File: src/rtl/paged_pc.sv
module paged_pc #(
  parameter int AW = 11,
  parameter int PW = 2
) (
  input  logic          clk,
  input  logic          rst_n,
  input  logic [2:0]    op,
  input  logic [AW-PW-1:0] imm,
  input  logic [AW-PW-2:0] alu,
  input  logic [PW-1:0] page,
  output logic [AW-1:0] fetch_addr,
  output logic [AW-1:0] ret_addr,
  output logic [AW-1:0] alt_addr
);
  localparam int OFFW = AW - PW;
  localparam int HALFW = OFFW - 1;
  localparam logic [2:0] OP_STEP = 3'd0, OP_SKIP = 3'd1, OP_JUMP = 3'd2,
                         OP_CALL = 3'd3, OP_RET = 3'd4, OP_PCWR = 3'd5;

  logic [AW-1:0] pc, slot0, slot1;
  logic          wsel;

  wire [AW-1:0] pc_next1 = pc + AW'(1);
  wire [AW-1:0] pc_next2 = pc + AW'(2);

  assign fetch_addr = pc;
  assign ret_addr   = wsel ? slot0 : slot1;
  assign alt_addr   = wsel ? slot1 : slot0;

  always_ff @(posedge clk) begin
    if (!rst_n) begin
      pc    <= '1;
      slot0 <= '1;
      slot1 <= '1;
      wsel  <= 1'b0;
    end else begin
      case (op)
        OP_SKIP: pc <= pc_next2;
        OP_JUMP: pc <= {page, imm};
        OP_CALL: begin
          pc <= {page, 1'b0, imm[HALFW-1:0]};
          if (wsel) slot1 <= pc_next1;
          else      slot0 <= pc_next1;
          wsel <= ~wsel;
        end
        OP_RET: begin
          pc   <= ret_addr;
          wsel <= ~wsel;
        end
        OP_PCWR: pc <= {page, 1'b0, alu};
        default: pc <= pc_next1;
      endcase
    end
  end

  a_r1_reset_value: assert property (@(posedge clk) $rose(rst_n) |-> fetch_addr == '1);
  a_r2_step: assert property (@(posedge clk) disable iff (!rst_n)
    op == OP_STEP |=> fetch_addr == $past(fetch_addr) + AW'(1));
  a_r3_skip: assert property (@(posedge clk) disable iff (!rst_n)
    op == OP_SKIP |=> fetch_addr == $past(fetch_addr) + AW'(2));
  a_r4_jump: assert property (@(posedge clk) disable iff (!rst_n)
    op == OP_JUMP |=> fetch_addr == {$past(page), $past(imm)});
  a_r5_call_push: assert property (@(posedge clk) disable iff (!rst_n)
    op == OP_CALL |=> !fetch_addr[HALFW] && ret_addr == $past(fetch_addr) + AW'(1)
                      && alt_addr == $past(ret_addr));
  a_r6_pcwr_keeps_stack: assert property (@(posedge clk) disable iff (!rst_n)
    op == OP_PCWR |=> $stable(ret_addr) && $stable(alt_addr) && !fetch_addr[HALFW]);
  a_r7_return: assert property (@(posedge clk) disable iff (!rst_n)
    op == OP_RET |=> fetch_addr == $past(ret_addr));
  a_r9_rotate: assert property (@(posedge clk) disable iff (!rst_n)
    op == OP_RET |=> ret_addr == $past(alt_addr) && alt_addr == $past(ret_addr));
endmodule

File: config.mk
export PLATFORM = sky130hd
export DESIGN_NAME = paged_pc
export DESIGN_NICKNAME = d
export VERILOG_FILES = /design/src/rtl/paged_pc.sv
export SDC_FILE = /design/constraint.sdc
export NUM_CORES = 1
export LEC_CHECK = 0
export CORE_MARGIN = 4
export CORE_UTILIZATION = 50
export CTS_CLUSTER_SIZE = 8
export DETAILED_ROUTE_END_ITERATION = 8
export DONT_BUFFER_PORTS = 1
export PLACE_DENSITY = 0.64
export SETUP_SLACK_MARGIN = 0.2
export SKIP_LAST_GASP = 1
export SLEW_MARGIN = 25
export SYNTH_ARGS = -nofsm -noshare
export SYNTH_HDL_FRONTEND = slang
export SYNTH_SLANG_ARGS = --single-unit
export TNS_END_PERCENT = 10
File: constraint.sdc
create_clock -name clk -period 1.7 [get_ports clk]
set_input_delay 0.34 -clock clk [delete_from_list [all_inputs] [get_ports clk]]
set_output_delay 0.34 -clock clk [all_outputs]
set_load 0.01 [all_outputs]
# Word level (Yosys, flattened, before mapping)
# Index checks and enable logic that the tools add are counted.
# W data, S select, Z words.
[word_totals]
input_bits = 24
register_bits = 34
out_inout_bits = 33
[classes]
addsub = 2
mux = 3
n_reduce_logical = 3
bitwise = 1
n_eq_ne = 5
[ops]
columns = ["operator", "n"]
rows = [
  ["$pmux W11 S5", 1],
  ["$mux W11", 2],
  ["$add A11 B1 Y11 const B", 1],
  ["$add A11 B2 Y11 const B", 1],
  ["$eq A3 B2 Y1 const B", 2],
  ["$eq A3 B3 Y1 const B", 2],
  ["$reduce_and A2 Y1", 2],
  ["$eq A3 B1 Y1 const B", 1],
  ["$reduce_or A2 Y1", 1],
  ["$not A1 Y1", 1],
]

# Logic depth before layout (Yosys ltp)
[depth]
word_depth = 2
ltp_mapped = 6

# Worst setup path after synthesis
# No wires, ideal clock.
[synth_path]
kind = "register -> output"
from = "reg wsel"
to = "out alt_addr[0]"
required_ns = 1.360
n_path_buf = 3
arrival_ns = 1.253
path_slack_ns = 0.107
path_stages_with_launch = 5
cell_sequence = "dfxtp_1 -> buf_6 -> buf_2 -> buf_2 -> mux2_2"
[synth_between]
elab_chain_cells = 1
[synth_rtl]
columns = ["item", "line", "rtl"]
rows = [
  ["start, declared", "21", "logic wsel;"],
  ["start signal, assigned", "44", "wsel <= ~wsel;"],
  ["start signal, assigned", "48", "wsel <= ~wsel;"],
  ["$mux W11", "28", "assign alt_addr = wsel ? slot1 : slot0;"],
  ["end, declared", "13", "output logic [AW-1:0] alt_addr"],
]
# Every way passes these cells.

# Final worst setup path
[layout_path]
from = "reg pc[1] (netlist: fetch_addr[1])"
to = "reg slot0[7]"
[layout_between]
elab_chain_cells = 1
[layout_rtl]
columns = ["item", "line", "rtl"]
rows = [
  ["start, declared", "20", "logic [AW-1:0] pc, slot0, slot1;"],
  ["start signal, assigned", "38", "OP_SKIP: pc <= pc_next2;"],
  ["start signal, assigned", "39", "OP_JUMP: pc <= {page, imm};"],
  ["start signal, assigned", "41", "pc <= {page, 1'b0, imm[HALFW-1:0]};"],
  ["$add A11 B1 Y11", "23", "wire [AW-1:0] pc_next1 = pc + AW'(1);"],
  ["end signal, assigned", "43", "else slot0 <= pc_next1;"],
  ["end, declared", "20", ""],
]
# Every way passes these cells.
# A chain may end at the register's enable or synchronous reset.

==> impl_metrics.ini <==
[timing]
relSlewSlack_pct = 69.63
min_period_ns = 1.641
setup_viol = 0
tightest_slew_ns = 0.4521
timing.hold.ws_ns = 0.1336
drv_slew = 0
max_freq_ghz = 0.6094
setup_slack_ns = 0.05917
final-hold-violation-count = 0
setup_tns_ns = 0
rsz0062_at_grt = yes
fin_skew_ns = 0.005695
fin_crit_sh_pct = 96.52

[floorplanning]
dieArea_mm2 = 0.005317
die_w_um = 72.92
placementRows = 23
fp.dieH_um = 72.92
core_mm2 = 0.004029
ioPinCount = 57
start_util_pct = 52.30

[drt]
via_per_inst = 6.482
ant_nets = 0
first_pass_iters = 4
wl_per_cell_um = 20.51
finalWirelength_um = 6297
vias = 1990
drc = 0
dr.first_iter.drc_count = 113

[synthesis]
synth_warnings = 0
ys.flop_type = dfxtp_1
synthArstFlopShare_pct = 0
ys_seq_area_share_pct = 32.30
syn-num-nets = 264
synth.distinct_cells = 45
ys_seq_elements = 34
synth.avg_cell_area_um2 = 8.853
syn_area_mm2 = 0.002107
synth_cells = 238
synth-edff-count = 0

[global_route]
busiest_layer = met2
globalRoute.totalOverflow = 0
grt_antenna_before_repair = 0
grt_pass1_vias = 1997
grtUsageTotal_pct = 25.14
use_met2_pct = 39.98
grt_use_met1_pct = 30.56
grt_pass1_wl_um = 10180
grt_max_degree = 41
grt_use_met3_pct = 8.127

[pwr]
finalPower_mw = 2.172
p_int_mw = 1.475
p_sw_uw = 697.1
p_comb_share_pct = 30.1
seqPwrFrac_pct = 42.4
power_density_mw_per_mm2 = 851.1
p_sw_share_pct = 32.09
ir_drop_uv = 375.3
pwr-share-clk_pct = 27.5
p_leak_nw = 1.024

[placed_design]
gp_routability_congestion = 0.9676
dp.cells = 293
dp_hpwl_um = 4573
place_area_mm2 = 0.002276
port_buffers = 0
post-place-ws_ns = 0.04639

[clocking]
cts_root_buffer = clkbuf_8
postCtsHoldBufs = 0
clockBufferDepth = 2
cts_sinks = 34
cts.htree.levels = 2
clk_latency_ns = 0.29
cts_tree = built
cts_buffers = 5
path_clk_slew_ns = 0.07

[finish]
stdcell_count = 307
fin_nets = 284
area_growth_pct = 21.14
fill_cells = 354
n_antenna_cell = 0
final_common_cell = dfxtp_1
postLayoutCellArea_mm2 = 0.002552
final_util_pct = 63.35
drive_above_1_share_pct = 30.74
final_cell_mix = dfxtp_1 (32), nand2_1 (31), buf_4 (21)

[hold_path]
min_from = rst_n
min_to = fetch_addr[2]$_SDFF_PN1_
holdPathStages = 1
hold_path.class = in2reg

[worst_setup_path]
start_kind = flop
cp_data_arrival_time_ns = 1.80
regToRegEndpoint = slot0[7]$_SDFFE_PN1P_
critPathKind = reg2reg
reg2regPathDepth = 5
cp-end-kind = flop
reg2reg_from = fetch_addr[1]$_SDFF_PN1_
cp_max_fo = 5
rrSetupSlack_ns = 0.06
required_ns = 1.86

[run_status]
status = finished clean

[flow_run]
drv_cap = 0
[power groups by stage]
stage                     combinational, mW  clock, mW  sequential [mW]
after floorplan                       0.436          0            0.923
after global placement                0.561          0            0.926
after detailed placement              0.577          0            0.930
after CTS                             0.639      0.618            0.919
after global routing                  0.708      0.642            0.930
final                                 0.653      0.598            0.922
[worst max-delay path, stage by stage, from the launching register on]
cell and delay [ns]:
dfxtp_2 0.41, ha_1 0.30, and3_1 0.26, nand4_1 0.12, xor2_1 0.30, a31oi_1 0.13
[what timing repair did]
action / CTS / global route
setup endpoints to repair: 39 / 48
cloned: 1 / 0
gates resized for setup: 27 / 3
pin swaps: 1 / 0
setup buffers: 7 / 0
[state kept, by name, indices dropped and copies added, names as in the netlist]
signal,count
fetch_addr,11
slot0,11
slot1,11
wsel,1
[worst max-delay path by stage]
stage               cells after the start                      from  slack [ns]                        to
floorplan                               5         wsel$_SDFFE_PN0P_        0.17  fetch_addr[2]$_SDFF_PN1_
global placement                        5         wsel$_SDFFE_PN0P_        0.08  fetch_addr[5]$_SDFF_PN1_
detailed placement                      5         wsel$_SDFFE_PN0P_        0.05  fetch_addr[2]$_SDFF_PN1_
CTS                                     3         wsel$_SDFFE_PN0P_        0.08               alt_addr[6]
global route                            5         wsel$_SDFFE_PN0P_        0.02  fetch_addr[2]$_SDFF_PN1_
finish                                  5  fetch_addr[1]$_SDFF_PN1_        0.06     slot0[7]$_SDFFE_PN1P_
[cell usage after synthesis, types with 7 or more instances]
library cell  count  area share (%)
nand2_1          31             5.5
xnor2_1           8             3.3
a22oi_1           8             2.9
mux2_2           25              13
o211ai_1         15             5.3
clkbuf_1          9             1.6
nand3_1          11             2.6
o2111ai_1         7             2.9
buf_2             9             2.1
nor3b_1           7             2.5
dfxtp_1          34              32
[area by class of cell]
type / instances / area (µm²) / share of cell area [%]
Multi-Input combinational cell: 180 / 1393 / 54.56
Sequential cell: 34 / 685.7 / 26.86
Timing Repair Buffer: 32 / 310.3 / 12.16
Tap cell: 50 / 62.56 / 2.451
Inverter: 5 / 18.77 / 0.7353
Clock buffer: 6 / 82.58 / 3.235
[cells by family after synthesis]
logic type      count (synthesis)  share of synthesized area [%]
mux                            27                          15.14
fa+ha+maj                       2                          1.187
xor+xnor                       14                          5.820
compound gates                 61                          21.14
flops                          34                          32.30
buf+inv                        24                          5.166
simple gates                   76                          19.24
[per-layer routing]
layer / vias to the layer above / routed length (µm)
li1: 923 / -
met5: - / 0
met2: 90 / 3145
met4: 0 / 181
met1: 954 / 2469
met3: 23 / 501
Note: power is estimated with default switching activity, not from simulation.
